## src/rtl/dma_reg_pkg.sv

```systemverilog
package dma_reg_pkg;

    localparam int CH_NUM   = 4;
    localparam int WORD_W   = 16;
    localparam int BYTE_W   = 8;
    localparam int SEL_W    = 4;
    localparam int CH_IDX_W = $clog2(CH_NUM);
    localparam int MODE_W   = BYTE_W - CH_IDX_W;
    localparam int NBYTES   = WORD_W / BYTE_W;

    typedef enum logic {
        PTR_LO = 1'b0,
        PTR_HI = 1'b1
    } ptr_state_t;

    typedef enum logic [3:0] {
        OP_NONE,
        OP_ADDR,
        OP_CNT,
        OP_CMD,
        OP_REQ,
        OP_SMASK,
        OP_MODE,
        OP_CLRPTR,
        OP_MCLR,
        OP_CLRMASK,
        OP_MASKALL
    } op_t;

    localparam logic [SEL_W-1:0] OFS_STAT    = 4'd8;
    localparam logic [SEL_W-1:0] OFS_REQ     = 4'd9;
    localparam logic [SEL_W-1:0] OFS_SMASK   = 4'd10;
    localparam logic [SEL_W-1:0] OFS_MODE    = 4'd11;
    localparam logic [SEL_W-1:0] OFS_CLRPTR  = 4'd12;
    localparam logic [SEL_W-1:0] OFS_MCLR    = 4'd13;
    localparam logic [SEL_W-1:0] OFS_CLRMASK = 4'd14;
    localparam logic [SEL_W-1:0] OFS_MASKALL = 4'd15;

endpackage

```

## src/rtl/dma_byte_ptr.sv

```systemverilog
module dma_byte_ptr
    import dma_reg_pkg::*;
(
    input  logic clk,
    input  logic rst_n,
    input  logic step,
    input  logic force_lo,
    output logic ptr_high
);

    ptr_state_t state_q;
    ptr_state_t state_d;

    always_ff @(posedge clk or negedge rst_n) begin
        if (!rst_n) begin
            state_q <= PTR_LO;
        end else begin
            state_q <= state_d;
        end
    end

    always_comb begin
        state_d = state_q;
        unique case (state_q)
            PTR_LO: begin
                if (force_lo) begin
                    state_d = PTR_LO;
                end else if (step) begin
                    state_d = PTR_HI;
                end
            end
            PTR_HI: begin
                if (force_lo || step) begin
                    state_d = PTR_LO;
                end
            end
        endcase
    end

    always_comb begin
        ptr_high = (state_q == PTR_HI);
    end

endmodule

```

## src/rtl/dma_chan_regs.sv

```systemverilog
module dma_chan_regs
    import dma_reg_pkg::*;
(
    input  logic              clk,
    input  logic              rst_n,
    input  logic              wr_addr,
    input  logic              wr_cnt,
    input  logic              ptr_high,
    input  logic [BYTE_W-1:0] wdata,
    output logic [WORD_W-1:0] addr_q,
    output logic [WORD_W-1:0] cnt_q
);

    localparam int BSEL_W = (NBYTES > 1) ? $clog2(NBYTES) : 1;

    logic [BSEL_W-1:0] byte_idx;

    always_comb begin
        byte_idx = BSEL_W'(ptr_high);
    end

    always_ff @(posedge clk or negedge rst_n) begin
        if (!rst_n) begin
            addr_q <= '0;
            cnt_q  <= '0;
        end else begin
            if (wr_addr) begin
                addr_q[byte_idx*BYTE_W +: BYTE_W] <= wdata;
            end
            if (wr_cnt) begin
                cnt_q[byte_idx*BYTE_W +: BYTE_W] <= wdata;
            end
        end
    end

endmodule

```

## src/rtl/dma_ctrl_regs.sv

```systemverilog
module dma_ctrl_regs
    import dma_reg_pkg::*;
(
    input  logic                     clk,
    input  logic                     rst_n,
    input  op_t                      op,
    input  logic [BYTE_W-1:0]        wdata,
    output logic [CH_NUM-1:0]        mask_q,
    output logic [CH_NUM-1:0]        req_q,
    output logic [CH_NUM*MODE_W-1:0] mode_flat
);

    logic [MODE_W-1:0]   mode_q [CH_NUM];
    logic [CH_IDX_W-1:0] ch;
    logic                flag;

    always_comb begin
        ch   = wdata[CH_IDX_W-1:0];
        flag = wdata[CH_IDX_W];
    end

    always_ff @(posedge clk or negedge rst_n) begin
        if (!rst_n) begin
            mask_q <= '1;
            req_q  <= '0;
            for (int i = 0; i < CH_NUM; i++) begin
                mode_q[i] <= '0;
            end
        end else begin
            unique case (op)
                OP_SMASK:   mask_q[ch] <= flag;
                OP_MODE:    mode_q[ch] <= wdata[BYTE_W-1:CH_IDX_W];
                OP_CLRMASK: mask_q     <= '0;
                OP_MASKALL: mask_q     <= wdata[CH_NUM-1:0];
                OP_REQ:     req_q[ch]  <= flag;
                OP_MCLR: begin
                    mask_q <= '1;
                    req_q  <= '0;
                end
                default: ;
            endcase
        end
    end

    genvar g;
    generate
        for (g = 0; g < CH_NUM; g++) begin : g_mode
            assign mode_flat[g*MODE_W +: MODE_W] = mode_q[g];
        end
    endgenerate

endmodule

```

## src/rtl/dma_regfile.sv

```systemverilog
module dma_regfile
    import dma_reg_pkg::*;
(
    input  logic                     clk,
    input  logic                     rst_n,
    input  logic [SEL_W-1:0]         sel,
    input  logic                     wr_en,
    input  logic                     rd_en,
    input  logic [BYTE_W-1:0]        wdata,
    output logic [BYTE_W-1:0]        rdata,
    output logic [CH_NUM*WORD_W-1:0] cur_addr,
    output logic [CH_NUM*WORD_W-1:0] cur_cnt,
    output logic [CH_NUM*MODE_W-1:0] mode_out,
    output logic [CH_NUM-1:0]        mask_out
);

    op_t                 wr_op;
    logic                is_word_port;
    logic [CH_IDX_W-1:0] port_ch;
    logic                ptr_step;
    logic                ptr_clr;
    logic                ptr_high;
    logic [CH_NUM-1:0]   req_bits;
    logic [WORD_W-1:0]   addr_arr [CH_NUM];
    logic [WORD_W-1:0]   cnt_arr  [CH_NUM];
    logic [WORD_W-1:0]   rd_word;

    always_comb begin
        is_word_port = !sel[SEL_W-1];
        port_ch      = sel[CH_IDX_W:1];
    end

    always_comb begin
        wr_op = OP_NONE;
        if (wr_en) begin
            if (is_word_port) begin
                wr_op = sel[0] ? OP_CNT : OP_ADDR;
            end else begin
                unique case (sel)
                    OFS_STAT:    wr_op = OP_CMD;
                    OFS_REQ:     wr_op = OP_REQ;
                    OFS_SMASK:   wr_op = OP_SMASK;
                    OFS_MODE:    wr_op = OP_MODE;
                    OFS_CLRPTR:  wr_op = OP_CLRPTR;
                    OFS_MCLR:    wr_op = OP_MCLR;
                    OFS_CLRMASK: wr_op = OP_CLRMASK;
                    OFS_MASKALL: wr_op = OP_MASKALL;
                    default:     wr_op = OP_NONE;
                endcase
            end
        end
    end

    always_comb begin
        ptr_step = (wr_en || rd_en) && is_word_port;
        ptr_clr  = (wr_op == OP_CLRPTR) || (wr_op == OP_MCLR);
    end

    dma_byte_ptr i_ptr (
        .clk      (clk),
        .rst_n    (rst_n),
        .step     (ptr_step),
        .force_lo (ptr_clr),
        .ptr_high (ptr_high)
    );

    genvar g;
    generate
        for (g = 0; g < CH_NUM; g++) begin : g_ch
            logic hit;
            assign hit = (port_ch == CH_IDX_W'(g));

            dma_chan_regs i_chan (
                .clk      (clk),
                .rst_n    (rst_n),
                .wr_addr  ((wr_op == OP_ADDR) && hit),
                .wr_cnt   ((wr_op == OP_CNT) && hit),
                .ptr_high (ptr_high),
                .wdata    (wdata),
                .addr_q   (addr_arr[g]),
                .cnt_q    (cnt_arr[g])
            );

            assign cur_addr[g*WORD_W +: WORD_W] = addr_arr[g];
            assign cur_cnt[g*WORD_W +: WORD_W]  = cnt_arr[g];
        end
    endgenerate

    dma_ctrl_regs i_ctrl (
        .clk       (clk),
        .rst_n     (rst_n),
        .op        (wr_op),
        .wdata     (wdata),
        .mask_q    (mask_out),
        .req_q     (req_bits),
        .mode_flat (mode_out)
    );

    always_comb begin
        rd_word = sel[0] ? cnt_arr[port_ch] : addr_arr[port_ch];
        rdata   = '0;
        if (rd_en && !wr_en) begin
            if (is_word_port) begin
                rdata = ptr_high ? rd_word[WORD_W-1 -: BYTE_W] : rd_word[BYTE_W-1:0];
            end else if (sel == OFS_STAT) begin
                rdata = {req_bits, {(BYTE_W-CH_NUM){1'b0}}};
            end
        end
    end

endmodule

```

## config.mk

```make
export PLATFORM = sky130hd
export DESIGN_NAME = dma_regfile
export DESIGN_NICKNAME = d
export VERILOG_FILES = /design/src/rtl/dma_reg_pkg.sv /design/src/rtl/dma_byte_ptr.sv /design/src/rtl/dma_chan_regs.sv /design/src/rtl/dma_ctrl_regs.sv /design/src/rtl/dma_regfile.sv
export SDC_FILE = /design/constraint.sdc
export NUM_CORES = 1
export LEC_CHECK = 0
export BUFFER_PORTS_ARGS = -buffer_cell sky130_fd_sc_hd__buf_2
export CAP_MARGIN = 20
export CORE_MARGIN = 4
export CORE_UTILIZATION = 30
export CTS_CLUSTER_DIAMETER = 200
export CTS_CLUSTER_SIZE = 8
export DETAILED_ROUTE_END_ITERATION = 16
export GPL_ROUTABILITY_DRIVEN = 0
export PLACE_DENSITY_LB_ADDON = 0.3
export SYNTH_ARGS = -nofsm -noshare
export SYNTH_HDL_FRONTEND = slang
export SYNTH_SLANG_ARGS = --single-unit
```

## constraint.sdc

```tcl
create_clock -name clk -period 4.34 [get_ports clk]
set_input_delay 0.217 -clock clk [delete_from_list [all_inputs] [get_ports clk]]
set_output_delay 0.217 -clock clk [all_outputs]
set_load 0.005 [all_outputs]
```

==> results of run 1 <==
-- area by class of cell --
class | instances | area share [%]
well taps | 324 | 4.32
multi-input cells | 325 | 36.0
clock inverters | 14 | 1.68
flip-flops and latches | 161 | 43.0
clock buffers | 18 | 4.57
repair buffers | 187 | 10.3
inverters | 4 | 0.160
-- synth_stat cells (2+ instances only) --
master	count	area [um^2]
mux2_2	153	1720
buf_6	2	22.5
nor3_4	4	65.1
ha_1	2	25.0
o21ai_0	5	25.0
or4_1	2	15.0
o2111a_1	2	22.5
nor2_1	5	18.8
dfstp_2	4	105
mux2i_1	19	190
nor3b_1	2	15.0
o311ai_0	2	17.5
a221o_1	2	20.0
nor3_1	7	35.0
o211ai_1	2	15.0
nor2_2	6	37.5
nand3_1	4	20.0
mux2_1	2	22.5
buf_2	11	55.1
a21oi_1	4	20.0
inv_1	3	11.3
nor2b_1	6	37.5
o22ai_1	5	31.3
nand4_1	3	18.8
and2_1	2	12.5
or3_1	4	25.0
mux4_2	28	631
buf_1	3	11.3
clkbuf_1	18	67.6
nand2_1	30	113
a31oi_1	2	12.5
dfrtp_1	157	3930
nand2b_1	4	25.0
-- registers in the layout, indices dropped and copies added, names as in the netlist --
signal	count
g_ch.i_chan.addr_q	64
i_ctrl.mode_flat	24
i_ptr.ptr_high	1
i_ctrl.mask_q	4
i_ctrl.req_q	4
g_ch.i_chan.cnt_q	64
-- layer usage --
layer	GRT usage [%]	share of wire [%]	up-vias
met2	28.8	49	156
met1	23.8	44	2795
li1	-	-	2299
met4	4.73	1.5	0
met3	4.91	5.9	22
met5	0	0	-
-- through the flow --
stage | util [%] | setup slack (ps)
after floorplan | - | 2080
after global placement | 35.7 | 1130
after detailed placement | 35.7 | 1050
after CTS | 38.1 | 1480
after global routing | 38.1 | 1260
final | 38.1 | 1450
-- logic make-up after synthesis --
kind of cell             share of synthesized area, %
AO/OA/AOI/OAI                                    3.36
XOR/XNOR                                        0.115
adder cells (fa/ha/maj)                         0.330
buffers and inverters                            2.36
flip-flops                                       53.1
multiplexers                                     33.8
AND/OR/NAND/NOR                                  6.87
-- cell usage in the layout, fill, tap and decap left out, types with 3 or more instances in the layout --
master / Yosys / routed
nand2_1: 30 / 30
inv_6: 0 / 3
nor2_2: 6 / 6
buf_2: 11 / 178
buf_4: 1 / 7
mux2_2: 153 / 153
mux4_2: 28 / 28
nand2b_1: 4 / 4
nand3_1: 4 / 4
or3_1: 4 / 4
nor3_1: 7 / 7
nor3_4: 4 / 4
nand4_1: 3 / 3
a21oi_1: 4 / 4
clkinv_4: 0 / 4
o22ai_1: 5 / 5
dfstp_2: 4 / 4
o21ai_0: 5 / 5
clkbuf_16: 0 / 17
inv_1: 3 / 3
dfrtp_1: 157 / 157
nor2_1: 5 / 5
nor2b_1: 6 / 6
mux2i_1: 19 / 19
-- power by group through the flow --
stage / registers [uW] / logic [uW] / clock network, uW
final: 2700 / 2070 / 1520
after detailed placement: 2730 / 2100 / 0
after CTS: 2710 / 2110 / 1550
after global placement: 2710 / 2080 / 0
after global routing: 2800 / 2260 / 1610
after floorplan: 2630 / 1040 / 0
-- how the worst max path moves through the flow --
stage | cells after the start | endpoint | start | slack (ps)
2_1_floorplan | 8 | g_ch[3].i_chan.addr_q[0] | sel[1] | 2080
3_3_place_gp | 7 | g_ch[3].i_chan.addr_q[2] | sel[0] | 1130
3_5_place_dp | 7 | g_ch[3].i_chan.addr_q[2] | sel[0] | 1050
4_1_cts | 7 | g_ch[3].i_chan.addr_q[0] | sel[0] | 1480
5_1_grt | 7 | g_ch[3].i_chan.addr_q[0] | sel[0] | 1260
6_report | 7 | g_ch[3].i_chan.addr_q[0] | sel[0] | 1450
-- critical path: stages --
cell	delay, ps
buf_2	410
clkinv_1	410
ha_1	570
nand2b_1	240
o2111ai_1	320
nor2_2	620
mux2_2	410
-- what timing repair did --
item	in CTS	in global routing
endpoints found under the hold margin	87	0
hold buffers	1	0
setup endpoints to repair	0	0
==> flow_summary_export.csv, run 1 <==
group,metric,value,unit
finish,layout-drive-gt1-share,59.1,%
finish,seq_area,4030,um^2
finish,multi_input_area,3380,um^2
die,std_cell_rows,57,
global_route,antenna_found_initial,0,
clock_tree,clock_latency,440,ps
detailed_routing,drcViolationCount,0,
global_route,grt_pass1_vias,5424,
clock_tree,htreeDepth,4,
sta,tns,0,ps
placed_design,dp.cells,1000,
yosys,async_reset_ff_share,100,%
finish,nFillCells,2403,
yosys,synth_area_per_cell,14.5,um^2
clock_tree,ctsResizeCount,0,
die,core,24600,um^2
detailed_routing,wl,24500,um
yosys,synth_seq_cells,161,
placed_design,hpwl,17200,um
sta,hold_ws,212,ps
clock_tree,clkSlewWorstSetupHoldPaths,60,ps
worst_setup_path,worst-setup-path-type,"in -> reg",
power_and_ir_drop,total_power,6280,uW
yosys,ys_types,53,
power_and_ir_drop,sequentialPowerShare,43.0,%
placed_design,io_buffers,179,
finish,final_area,9380,um^2
sta,setup_viol,0,
die,die_area,27900,um^2
power_and_ir_drop,p_per_area,670,nW/um^2
clock_tree,cts-root-buf,"clkbuf_16",
die,io_pins,180,
yosys,synth_cells,525,
power_and_ir_drop,internal_power,4220,uW
power_and_ir_drop,swShare,32.8,%
sta,final_max_slew_viol_count,0,
die,start_util,30.8,%
run,cap_viol_max_count,0,
yosys,syn-num-nets,543,
worst_setup_path,r2r-start,"i_ptr.ptr_high",
yosys,synth_flop_cell,"dfrtp_1",
detailed_routing,avgViaCountPerCell,5.10,
finish,diodes,0,
worst_setup_path,cp.required,4650,ps
yosys,synth_warnings,0,
worst_setup_path,crit_fanout,23,
sta,rsz0062_at_grt,"false",
power_and_ir_drop,p_comb_share,32.9,%
finish,layout.nets,714,
sta,fin_crit,2890,ps
worst_setup_path,r2r_cells,4,
die,die_y,167,um
finish,syn_to_final_growth,23.6,%
worst_setup_path,start_kind,"primary input",
worst_hold_path,hold_depth,5,
detailed_routing,final_antenna_net_count,0,
global_route,grt_use_total,17.8,%
clock_tree,cts_setup_buffers,0,
detailed_routing,initialDrtViolationCount,358,
detailed_routing,vias,5272,
worst_setup_path,end_kind,"flop",
worst_hold_path,holdPathEnd,"i_ptr.ptr_high",
detailed_routing,post_drt_wl_per_cell,23.7,um
finish,instances_no_fill,1033,
worst_hold_path,min_from,"rd_en",
sta,clock_skew,9.94,ps
detailed_routing,firstDrtPassIters,5,
placed_design,dpl_cell_area,8790,um^2
die,die_w,167,um
sta,slew_headroom,37.0,%
clock_tree,cts_tree,"yes",
power_and_ir_drop,ir_worst_vdd,0.301,mV
clock_tree,cts.sinks,161,
sta,fmax,346,MHz
yosys,netlist_area,7590,um^2
power_and_ir_drop,power_switching,2060,uW
sta,final-hold-violation-count,0,
yosys,synth-edff-count,0,
global_route,grt_overflow,0,
worst_hold_path,hold_class,"in -> reg",
power_and_ir_drop,p_leak,0.00447,uW
clock_tree,clockBufferDepth,2,
worst_setup_path,r2r_slack,2350,ps
worst_setup_path,arrival,3200,ps
global_route,grt_max_degree,91,
clock_tree,cts_made_buffers,17,
sta,tightest_slew,945,ps
yosys,synth-seq-area-share,53.1,%
sta,post-route-period-util,66.6,%
worst_setup_path,reg2reg_to,"g_ch[3].i_chan.cnt_q[11]",
run_status,outcome,"finished clean",
power_and_ir_drop,pwr-share-clk,24.1,%
global_route,grt_pass1_wl,37300,um
Note: power is estimated with default switching activity, not from simulation.
==> run 2, diff against run 1 <==
Clock period 4.34 ns to 2.6 ns, I/O delays scaled along.
==> flow_summary_export.csv, run 2 (synthesis results as in run 1) <==
group,metric,value,unit
detailed_routing,initialDrtViolationCount,232,
sta,clock_skew,9.57,ps
sta,rsz0062_at_grt,"false",
clock_tree,clkSlewWorstSetupHoldPaths,60,ps
global_route,busiest_layer,"met2",
finish,layout.nets,745,
detailed_routing,firstDrtPassIters,5,
worst_setup_path,arrival,2130,ps
worst_setup_path,worst-setup-path-type,"reg -> out",
power_and_ir_drop,p_leak,0.00462,uW
power_and_ir_drop,ir_worst_vdd,0.475,mV
run,cap_viol_max_count,0,
clock_tree,ctsResizeCount,0,
detailed_routing,vias,5295,
detailed_routing,wl,24500,um
die,die_w,167,um
finish,syn_to_final_growth,26.7,%
power_and_ir_drop,pwr-share-clk,23.3,%
placed_design,io_buffers,179,
global_route,met2_usage,29.1,%
clock_tree,cts.sinks,161,
global_route,gr-usage-met1,23.3,%
sta,fmax,442,MHz
sta,tightest_slew,660,ps
clock_tree,cts_setup_buffers,0,
sta,post-route-period-util,87.0,%
clock_tree,clockBufferDepth,2,
sta,fin_crit,2260,ps
detailed_routing,final_antenna_net_count,0,
worst_hold_path,hold_class,"in -> reg",
clock_tree,cts-root-buf,"clkbuf_16",
sta,final-hold-violation-count,0,
global_route,grt.met3_usage,4.88,%
clock_tree,ctsHoldBuffers,1,
worst_setup_path,end_kind,"output port",
global_route,grt_overflow,0,
finish,layout-drive-gt1-share,60.8,%
clock_tree,cts_tree,"yes",
sta,tns,0,ps
power_and_ir_drop,p_per_area,1080,nW/um^2
die,io_pins,180,
power_and_ir_drop,internal_power,7010,uW
worst_setup_path,start_kind,"flop",
die,std_cell_rows,57,
finish,final_common_cell,"buf_2",
worst_setup_path,cp.required,2470,ps
power_and_ir_drop,power_switching,3350,uW
die,start_util,30.8,%
detailed_routing,post_drt_wl_per_cell,23.0,um
die,die_y,167,um
global_route,grt_max_degree,68,
global_route,grt_pass1_wl,37300,um
clock_tree,cts_made_buffers,17,
detailed_routing,drcViolationCount,0,
power_and_ir_drop,p_comb_share,33.4,%
global_route,grt_pass1_vias,5671,
worst_setup_path,crit_fanout,4,
global_route,grt_use_total,17.8,%
sta,slew_headroom,56.0,%
run_status,outcome,"finished clean",
placed_design,hpwl,17900,um
finish,mostFrequentLayoutCells,"buf_2, dfrtp_1, mux2_2",
global_route,antenna_found_initial,0,
die,core,24600,um^2
sta,setup_viol,0,
clock_tree,htreeDepth,4,
sta,final_max_slew_viol_count,0,
clock_tree,clock_latency,430,ps
detailed_routing,avgViaCountPerCell,4.98,
power_and_ir_drop,sequentialPowerShare,43.3,%
power_and_ir_drop,total_power,10400,uW
die,die_area,27900,um^2
sta,hold_ws,134,ps
finish,diodes,0,
power_and_ir_drop,swShare,32.3,%
==> run 2: cell types whose count changed in the layout (fill, tap and decap cells not counted) <==
cell	change
inv_6	-2
buf_12	+2
inv_8	-1
buf_4	+29
clkinv_2	+2
bufinv_16	-1
clkbuf_8	+2
==> run 2: per-layer routing <==
metal  wire length [um]  up-vias
li1                   -     2367
met1              10700     2754
met2              11900      148
met3               1450       26
met4                467        0
met5                  0        -
==> run 2: power by group through the flow <==
stage          clock, uW  combinational (uW)  sequential [uW]
3_3_place_gp           0                3480             4520
4_1_cts             2480                3530             4510
2_1_floorplan          0                1730             4400
3_5_place_dp           0                3510             4550
6_report            2410                3460             4480
5_1_grt             2600                3790             4650
==> run 2: final cells by class <==
type,count,area [um^2]
multi-input cells,325,3380
clock buffers,20,457
repair buffers,218,1220
fillers,2419,15000
inverters,4,15.0
flip-flops and latches,161,4030
clock inverters,12,109
well taps,324,405
==> run 2: worst max-delay path, stage by stage, from the launching register on <==
cell       delay (ps)
dfrtp_1           350
nand4bb_1         360
a221oi_1          590
a221o_1           290
buf_2             120
==> run 2: through the flow <==
step / setup slack, ps / instances / cell area, um^2 / utilization [%]
floorplan: 425 / 525 / 7590 / -
global placement: 215 / 1031 / 9040 / 36.8
detailed placement: 231 / 1031 / 9040 / 36.8
finish: 337 / 1064 / 9620 / 39.1
CTS: 289 / 1064 / 9620 / 39.1
global route: 214 / 1064 / 9620 / 39.1
==> run 2: final timing paths <==
kind	from	endpoint	cells after the start	slack [ps]
worst min register to register	i_ctrl.mode_flat[16]	i_ctrl.mode_flat[16]	1	490
worst max register to register	i_ptr.ptr_high	g_ch[3].i_chan.addr_q[7]	5	810
max in group asynchronous	rst_n	g_ch[3].i_chan.addr_q[15]	3	1540
worst max-delay path	i_ptr.ptr_high	rdata[6]	4	340
worst min-delay path	rd_en	i_ptr.ptr_high	5	130
min in group asynchronous	rst_n	g_ch[3].i_chan.addr_q[9]	2	250
